## config.mk

```make
export PLATFORM = sky130hd
export DESIGN_NAME = clk_ctl_top
export DESIGN_NICKNAME = d
export VERILOG_FILES = /design/src/rtl/clk_ctl_pkg.sv /design/src/rtl/clk_ctl_regs.sv /design/src/rtl/clk_ctl_monitor.sv /design/src/rtl/clk_ctl_switch.sv /design/src/rtl/clk_ctl_top.sv
export SDC_FILE = /design/constraint.sdc
export NUM_CORES = 1
export LEC_CHECK = 0
export BUFFER_PORTS_ARGS = -buffer_cell sky130_fd_sc_hd__buf_2
export CORE_MARGIN = 3
export CORE_UTILIZATION = 36
export CTS_CLUSTER_DIAMETER = 100
export CTS_CLUSTER_SIZE = 16
export DETAILED_ROUTE_END_ITERATION = 7
export GPL_TIMING_DRIVEN = 0
export PLACE_DENSITY = 0.72
export SYNTH_ARGS = -nofsm -noshare
export SYNTH_HDL_FRONTEND = slang
export SYNTH_SLANG_ARGS = --single-unit
```

## constraint.sdc

```tcl
create_clock -name clk -period 1.35 [get_ports clk]
set_input_delay 0.0675 -clock clk [delete_from_list [all_inputs] [get_ports clk]]
set_output_delay 0.0675 -clock clk [all_outputs]
set_load 0.03 [all_outputs]
```

## src/rtl/clk_ctl_pkg.sv

```systemverilog
package clk_ctl_pkg;

    typedef enum logic [1:0] {
        SRC_NONE = 2'b00,
        SRC_PLL  = 2'b01,
        SRC_XTAL = 2'b10,
        SRC_RC   = 2'b11
    } clk_src_e;

    localparam int BIT_FAIL  = 20;
    localparam int BIT_WAKE  = 17;
    localparam int BIT_MON   = 16;
    localparam int BIT_RCEN  = 11;
    localparam int BIT_XTEN  = 10;

    typedef struct packed {
        logic     wake_fast;
        logic     mon_en;
        logic     rc_en;
        logic     xtal_en;
        clk_src_e sel;
    } ctrl_t;

    localparam ctrl_t CTRL_RST = '{wake_fast: 1'b0, mon_en: 1'b0, rc_en: 1'b1,
                                   xtal_en: 1'b0, sel: SRC_RC};

    function automatic logic [31:0] pack_ctrl(input ctrl_t c, input logic fail);
        logic [31:0] w;
        w           = '0;
        w[BIT_FAIL] = fail;
        w[BIT_WAKE] = c.wake_fast;
        w[BIT_MON]  = c.mon_en;
        w[BIT_RCEN] = c.rc_en;
        w[BIT_XTEN] = c.xtal_en;
        w[1:0]      = c.sel;
        return w;
    endfunction

    function automatic logic src_ready(input clk_src_e s, input logic rc_ok,
                                       input logic xt_ok, input logic pll_ok);
        case (s)
            SRC_PLL:  return pll_ok;
            SRC_XTAL: return xt_ok;
            default:  return rc_ok;
        endcase
    endfunction

endpackage

```

## src/rtl/clk_ctl_regs.sv

```systemverilog
module clk_ctl_regs
    import clk_ctl_pkg::*;
#(
    parameter int                ADDR_W   = 8,
    parameter logic [ADDR_W-1:0] CTRL_OFF = 'h04
) (
    input  logic              clk,
    input  logic              rst,
    input  logic [ADDR_W-1:0] addr,
    input  logic              wr_en,
    input  logic [31:0]       wdata,
    input  logic              guard_rc,
    input  logic              guard_xtal,
    input  logic              fail_set,
    output ctrl_t             ctrl,
    output logic              fail_flag,
    output logic [31:0]       rdata
);

    logic  hit_wr;
    ctrl_t ctrl_d;
    logic  fail_d;
    logic  unused_wbits;

    assign hit_wr       = wr_en && (addr == CTRL_OFF);
    assign unused_wbits = ^{wdata[31:21], wdata[19:18], wdata[15:12], wdata[9:2]};

    always_comb begin
        ctrl_d = ctrl;
        fail_d = fail_flag;
        if (hit_wr) begin
            ctrl_d.wake_fast = wdata[BIT_WAKE];
            ctrl_d.mon_en    = wdata[BIT_MON];
            ctrl_d.rc_en     = wdata[BIT_RCEN] | (guard_rc & ctrl.rc_en);
            ctrl_d.xtal_en   = wdata[BIT_XTEN] | (guard_xtal & ctrl.xtal_en);
            if (wdata[1:0] != SRC_NONE)
                ctrl_d.sel = clk_src_e'(wdata[1:0]);
            if (wdata[BIT_FAIL])
                fail_d = 1'b0;
        end
        if (fail_set)
            fail_d = 1'b1;
    end

    always_ff @(posedge clk) begin
        if (rst) begin
            ctrl      <= CTRL_RST;
            fail_flag <= 1'b0;
        end else begin
            ctrl      <= ctrl_d;
            fail_flag <= fail_d;
        end
    end

    assign rdata = (addr == CTRL_OFF) ? pack_ctrl(ctrl, fail_flag) : 32'h0;

endmodule

```

## src/rtl/clk_ctl_monitor.sv

```systemverilog
module clk_ctl_monitor #(
    parameter int TIMEOUT = 16,
    parameter int SYNC_N  = 2
) (
    input  logic clk,
    input  logic rst,
    input  logic enable,
    input  logic xtal_clk_in,
    output logic fail_set
);

    localparam int CNT_W = $clog2(TIMEOUT + 1);
    localparam logic [CNT_W-1:0] LIMIT = CNT_W'(TIMEOUT);
    localparam logic [CNT_W-1:0] LAST  = CNT_W'(TIMEOUT - 1);

    logic [SYNC_N:0]  sync_q;
    logic             edge_seen;
    logic [CNT_W-1:0] idle_cnt;

    genvar g;
    generate
        for (g = 0; g <= SYNC_N; g++) begin : g_sync
            always_ff @(posedge clk) begin
                if (rst)
                    sync_q[g] <= 1'b0;
                else if (g == 0)
                    sync_q[g] <= xtal_clk_in;
                else
                    sync_q[g] <= sync_q[g-1];
            end
        end
    endgenerate

    assign edge_seen = sync_q[SYNC_N] ^ sync_q[SYNC_N-1];

    always_ff @(posedge clk) begin
        if (rst || !enable || edge_seen)
            idle_cnt <= '0;
        else if (idle_cnt != LIMIT)
            idle_cnt <= idle_cnt + 1'b1;
    end

    assign fail_set = enable && !edge_seen && (idle_cnt == LAST);

endmodule

```

## src/rtl/clk_ctl_switch.sv

```systemverilog
module clk_ctl_switch
    import clk_ctl_pkg::*;
(
    input  logic     clk,
    input  logic     rst,
    input  ctrl_t    ctrl,
    input  logic     fail_flag,
    input  logic     fail_set,
    input  logic     wake_pulse,
    input  logic     rc_ready,
    input  logic     xtal_ready,
    input  logic     pll_ready,
    input  logic     pll_src_xtal,
    output clk_src_e cur_src,
    output logic     guard_rc,
    output logic     guard_xtal
);

    logic     fallback_q;
    logic     wake_q;
    clk_src_e target;
    logic     rc_ok, xt_ok;
    logic     tgt_ok, req_ok;

    assign rc_ok  = rc_ready && ctrl.rc_en;
    assign xt_ok  = xtal_ready && ctrl.xtal_en;
    assign target = (fallback_q || wake_q) ? SRC_RC : ctrl.sel;
    assign tgt_ok = src_ready(target, rc_ok, xt_ok, pll_ready);
    assign req_ok = src_ready(ctrl.sel, rc_ok, xt_ok, pll_ready);

    always_ff @(posedge clk) begin
        if (rst) begin
            cur_src    <= SRC_RC;
            fallback_q <= 1'b0;
            wake_q     <= 1'b0;
        end else begin
            if (tgt_ok)
                cur_src <= target;
            if (fail_set)
                fallback_q <= 1'b1;
            else if (!fail_flag && xtal_ready)
                fallback_q <= 1'b0;
            if (wake_pulse && ctrl.wake_fast)
                wake_q <= 1'b1;
            else if (req_ok)
                wake_q <= 1'b0;
        end
    end

    assign guard_rc   = (cur_src == SRC_RC) || (target == SRC_RC);
    assign guard_xtal = (cur_src == SRC_XTAL) || (target == SRC_XTAL) || pll_src_xtal;

endmodule

```

## src/rtl/clk_ctl_top.sv

```systemverilog
module clk_ctl_top
    import clk_ctl_pkg::*;
#(
    parameter int                ADDR_W   = 8,
    parameter logic [ADDR_W-1:0] CTRL_OFF = 'h04,
    parameter int                TIMEOUT  = 16
) (
    input  logic              clk,
    input  logic              rst,
    input  logic [ADDR_W-1:0] bus_addr,
    input  logic              bus_wr,
    input  logic [31:0]       bus_wdata,
    output logic [31:0]       bus_rdata,
    input  logic              xtal_clk_in,
    input  logic              rc_ready,
    input  logic              xtal_ready,
    input  logic              pll_ready,
    input  logic              pll_src_xtal,
    input  logic              wake_pulse,
    output logic              rc_osc_en,
    output logic              xtal_osc_en,
    output logic [1:0]        sys_src_sel,
    output logic              clk_fail
);

    ctrl_t    ctrl;
    logic     fail_flag;
    logic     fail_set;
    logic     guard_rc, guard_xtal;
    clk_src_e cur_src;

    clk_ctl_regs #(.ADDR_W(ADDR_W), .CTRL_OFF(CTRL_OFF)) regs_i (
        .clk        (clk),
        .rst        (rst),
        .addr       (bus_addr),
        .wr_en      (bus_wr),
        .wdata      (bus_wdata),
        .guard_rc   (guard_rc),
        .guard_xtal (guard_xtal),
        .fail_set   (fail_set),
        .ctrl       (ctrl),
        .fail_flag  (fail_flag),
        .rdata      (bus_rdata)
    );

    clk_ctl_monitor #(.TIMEOUT(TIMEOUT), .SYNC_N(2)) mon_i (
        .clk         (clk),
        .rst         (rst),
        .enable      (ctrl.mon_en && ctrl.xtal_en),
        .xtal_clk_in (xtal_clk_in),
        .fail_set    (fail_set)
    );

    clk_ctl_switch sw_i (
        .clk          (clk),
        .rst          (rst),
        .ctrl         (ctrl),
        .fail_flag    (fail_flag),
        .fail_set     (fail_set),
        .wake_pulse   (wake_pulse),
        .rc_ready     (rc_ready),
        .xtal_ready   (xtal_ready),
        .pll_ready    (pll_ready),
        .pll_src_xtal (pll_src_xtal),
        .cur_src      (cur_src),
        .guard_rc     (guard_rc),
        .guard_xtal   (guard_xtal)
    );

    assign rc_osc_en   = ctrl.rc_en;
    assign xtal_osc_en = ctrl.xtal_en;
    assign sys_src_sel = cur_src;
    assign clk_fail    = fail_flag;

endmodule

```

# Word-level counts from Yosys, hierarchy flattened
# Cells that the tools add are included.
# word_totals
ff_bits	19
latchBits	0
mem_bits_rw	0
rom_bits	0
input_bits	49
output_inout_bits	37
wordCells	64
n_memories	0
# classes
n_addsub	1
multipliers	0
n_div	0
magnitude_cmp	0
eq_ne	10
shift	0
muxes	11
n_bitwise	5
n_reduce_logical	24
# op_table
operator	n
21-bit two-way mux	1
2-bit == test (second input constant)	5
2-bit nonzero test	5
8-bit by 3-bit == test with 1-bit output (second input constant)	1
1-bit logical AND	8
1-bit two-way mux	7
1-bit logical OR	6
5-bit by 1-bit adder with 5-bit output (second input constant)	1
5-bit by 4-bit == test with 1-bit output (second input constant)	1
5-bit != test (second input constant)	1
2-bit by 1-bit == test with 1-bit output (second input constant)	2
1-bit case mux with 2 select lines	2
2-bit AND reduction	2
1-bit logical NOT	3
1-bit bitwise AND	2
2-bit two-way mux	1
1-bit bitwise OR	2
1-bit bitwise XOR	1

# Logic depth before layout (Yosys ltp)
# logic_depth
word_depth	7
depth_mapped	6
mapped_depth_nobuf	5

# Cells and area by module
# From an unflattened synthesis, not the netlist that was laid out.
# hier_totals
hier_cells	137
hier_area_um2	1191.1
# modules_own_cells
mod	n_inst	cells_per_inst	area_each_um2	seq_area_each_um2
clk_ctl_regs	1	69	559.3	140.1
clk_ctl_monitor	1	33	340.3	160.2
clk_ctl_switch	1	34	285.3	80.1
clk_ctl_top	1	1	6.3	0.0

# Least setup slack after synthesis
# No wires, ideal clock.
# synth_timing
path_kind	reg2reg
from	register regs_i.ctrl[1] (netlist name)
to	register sw_i.cur_src[0]
setup_time_ns	0.072
t_arrival_ns	1.250
t_required_ns	1.278
path_slack_ns	0.029
stages_incl_launch_ff	6
path_buffers	1
period_less_slack_ns	1.321
path_cell_list	dfxtp_1 -> clkbuf_1 -> nor4b_1 -> a31oi_1 -> o211ai_1 -> mux2i_1
# synth_between
elab_chain_cells	3
word_cells_on_any_way	4
cone_classes	2 x eq/ne; 2 x mux
# synth_rtl
item	line	rtl
2-bit two-way mux *	clk_ctl_switch.sv:27	assign target = (fallback_q || wake_q) ? SRC_RC : ctrl.sel;
2-bit == test or 2-bit by 1-bit == test with 1-bit output (tied branches)	clk_ctl_pkg.sv:41	case (s)
1-bit case mux with 2 select lines *	clk_ctl_pkg.sv:41	
end signal, assigned	clk_ctl_switch.sv:38	cur_src <= target;
end, declared	clk_ctl_switch.sv:14	output clk_src_e cur_src,
# Mark *: on every way between the ends. The rest lies on a longest branch, timed or not.
# A chain may end at the register's enable or synchronous reset.

# Final worst setup path
# layout_timing
from	register sw_i.wake_q
to	register sw_i.cur_src[0]
# layout_between
elab_chain_cells	4
word_cells_on_any_way	5
cone_classes	2 x eq/ne; 2 x mux; 1 x reduce/logical
# layout_rtl
item	line	rtl
start, declared	clk_ctl_switch.sv:20	logic wake_q;
start signal, assigned	clk_ctl_switch.sv:35	wake_q <= 1'b0;
start signal, assigned	clk_ctl_switch.sv:44	wake_q <= 1'b1;
start signal, assigned	clk_ctl_switch.sv:46	wake_q <= 1'b0;
1-bit logical OR *	clk_ctl_switch.sv:27	
2-bit two-way mux *	clk_ctl_switch.sv:27	
2-bit == test or 2-bit by 1-bit == test with 1-bit output (tied branches)	clk_ctl_pkg.sv:41	
1-bit case mux with 2 select lines	clk_ctl_pkg.sv:41	
# Marks and branches as above.

==> results.yml <==
status:
  status: "finished, final reports clean"
layout:
  final_nets: 258
  design_area_um2: 1640
  num-fill-cells: 297
  diodes: 0
  drive_above_1_share_pct: 41.9
  syn2layout_area_growth_pct: 39.6
timing:
  hold_slack_ps: 26.6
  setup_ws_ps: 48.5
  fin_skew_ps: 9.28
  hold_viol: 0
  rsz0062_at_grt: "true"
  setup_violations: 0
  timing.final.crit_share_pct: 96.4
  timing.final.crit_period_ps: 1300
  fmax_ghz: 0.768
  slew_viol_final: 0
  setup-tns-final_ps: 0
critical_path:
  arrival_ps: 1540
  path_max_fanout: 8
  crit_buf_inv: 0
  critPathMaxStageDelay_ps: 400
  crit_chain: "nor4b_4 -> a31oi_1 -> o211ai_1 -> mux2i_1"
  critPathCaptureType: "flip-flop"
  worst-setup-path-type: "flip-flop to flip-flop"
  crit_slowest_cell: "dfxtp_4"
  cp_top_family: "flip-flops"
  startpoint_type: "flip-flop"
  cp_data_required_time_ps: 1590
cts:
  clock-sinks: 19
  cts_tree: "built"
  insertion_delay_ps: 300
  clkTransAtPathRegs_ps: 110
  numCtsBuffers: 3
  htreeDepth: 1
  cts_buffer_depth: 2
  root_buffer: "clkbuf_4"
global_routing:
  grt_pass1_vias: 965
  grt_use_total_pct: 12.9
  overflow: 0
  antenna_found_initial: 0
  grt_max_degree: 12
  grt_pass1_wl_mm: 4.20
route:
  wl_met1_mm: 1.10
  drtIter0Drc: 36
  via_per_inst: 4.25
  top_layer_used: "met4"
  avgRoutedWirePerCell_um: 10.1
  drc: 0
  antenna_left: 0
  met3_length_um: 264
  firstDrtPassIters: 4
  routed_wl_mm: 2.50
  dr_total_vias: 1049
  wl_met2_mm: 1.12
die:
  rows: 20
  die_w_um: 63.1
  io-pin-count: 86
  dieArea_um2: 3980
  core_area_um2: 3080
  start_util_pct: 38.1
  die_h_um: 63.1
placement:
  io_buffers: 35
  dp_slack_ps: -182
  place.gp.congestion: 0.863
  dpl_cell_area_um2: 1490
  dp_hpwl_mm: 1.94
synth:
  synth_compound_area_share_pct: 11.4
  synth-seq-cells: 19
  synth_area_um2: 1170
  synth_top_family_by_area: "simple AND/OR/NAND/NOR gates"
  synth-xor-area-share_pct: 2.99
  synth.distinct_cells: 34
  yosys.area_share.simple_pct: 23.3
  yosys.area_share.adder_pct: 5.33
  seq_area_frac_synth_pct: 32.4
  synth_mux_area_share_pct: 3.41
  synthCells: 132
  syn_avg_cell_area_um2: 8.89
  yosys_warnings: 0
hold_path:
  hold_class: "primary input to flip-flop"
power_and_ir_drop:
  power_density_nw_per_um2: 666
  total_power_mw: 1.09
  power_leakage_nw: 0.821
  max-vdd-ir-drop_mv: 0.787
flow_run:
  maxCapViolCount: 0
==> worst reg2reg max path, cell delays in order (launching register included) <==
cell	delay, ps
dfxtp_4	400
nor4b_4	250
a31oi_1	70
o211ai_1	300
mux2i_1	220
==> Yosys cell counts <==
master    count  area share (%)
a211oi_1      1            0.64
a21oi_1       6             2.6
a221o_1       2             1.7
a221o_2       2             1.9
a31oi_1       1            0.53
a32oi_1       1            0.75
and3_1        3             1.6
and3_2        7             4.5
buf_4        25              16
buf_6         1            0.96
clkbuf_1      3            0.96
conb_1        1            0.32
dfxtp_1      19              32
ha_1          5             5.3
inv_1         9             2.9
mux2i_1       4             3.4
nand2_1       8             2.6
nand2b_1      1            0.53
nand3_1       3             1.3
nand4_1       1            0.53
nand4b_1      1            0.75
nor2_1        7             2.2
nor2b_1       3             1.6
nor3_1        2            0.85
nor4_1        2             1.1
nor4_4        1             1.8
nor4b_1       1            0.75
nor4b_2       1             1.3
nor4b_4       1             2.0
o211ai_1      2             1.3
o21ai_0       3             1.3
o311ai_0      1            0.75
xnor2_1       3             2.2
xor2_1        1            0.75
==> cell type report <==
| type | instances | area [µm²] | share of cell area [%] |
|---|---|---|---|
| repair buffers | 45 | 268 | 16.3 |
| clock inverters | 1 | 5.00 | 0.306 |
| clock buffers | 3 | 22.5 | 1.38 |
| well taps | 44 | 55.1 | 3.36 |
| inverters | 9 | 33.8 | 2.06 |
| multi-input cells | 99 | 663 | 40.5 |
| plain buffers | 27 | 203 | 12.4 |
| flip-flops and latches | 19 | 388 | 23.7 |
==> where the power goes <==
part           total [mW]  switching (mW)  internal (mW)
registers           0.564         0.00155          0.562
clock network       0.290           0.179          0.110
logic               0.237           0.137          0.100
total                1.09           0.318          0.773
==> sequential cells by signal, summed over array words and instances (netlist names) <==
name              count
regs_i.fail_flag      1
mon_i.idle_cnt        5
regs_i.ctrl           6
sw_i.cur_src          2
sw_i.wake_q           1
sw_i.fallback_q       1
mon_i.sync_q          3
==> placed cells by master, fill, tap and decap left out, drive strengths merged, types with 2 or more instances in the layout <==
cell type    netlist  layout
mux2i              4       4
xnor2              3       3
nor3               2       2
dfxtp             19      19
nor2               7       7
a221o              4       4
a21oi              6       6
nor4b              3       3
conb               1      25
nand2              8       8
inv                9       9
buf               26      64
o21ai              3       3
o211ai             2       2
nor2b              3       3
clkbuf             3       4
and3              10      10
nand3              3       3
ha                 5       5
nor4               3       3
dlygate4sd3        0       7
==> through the flow <==
| stage | instances | utilization [%] |
|---|---|---|
| after floorplan | 156 | - |
| after global placement | 235 | 48.5 |
| after detailed placement | 235 | 48.5 |
| after CTS | 247 | 53.0 |
| after global routing | 247 | 53.2 |
| final | 247 | 53.2 |
==> logic make-up after synthesis <==
| group | after synthesis |
|---|---|
| AOI/OAI and AO/OA | 19 |
| other | 1 |
| and+or+nand+nor | 42 |
| xor gates and xnor gates | 4 |
| adders and majority gates | 5 |
| muxes | 4 |
| buffers and inverters | 38 |
| DFF | 19 |
==> metal layers <==
layer | up-vias | global-route usage [%]
met1 | 447 | 15.8
li1 | 549 | -
met5 | - | 0
met4 | 0 | 3.03
met3 | 4 | 6.24
met2 | 49 | 20.3
==> worst paths after layout <==
check	end	slack (ps)	depth (start not counted)	startpoint
hold reg to reg	mon_i.sync_q[1]	450	1	mon_i.sync_q[0]
setup / recovery	sw_i.cur_src[0]	50	4	sw_i.wake_q
hold / removal	mon_i.sync_q[0]	30	2	rst
setup reg to reg	sw_i.cur_src[0]	50	4	sw_i.wake_q
==> what timing repair did <==
item	4_1_cts	5_1_grt
hold buffers	7	0
setup endpoints to repair	5	8
endpoints found under the hold margin	7	0
gates cloned	0	0
pin swaps	2	2
resized for setup	9	3
setup buffers	2	1
(Power assumes the default switching activity.)
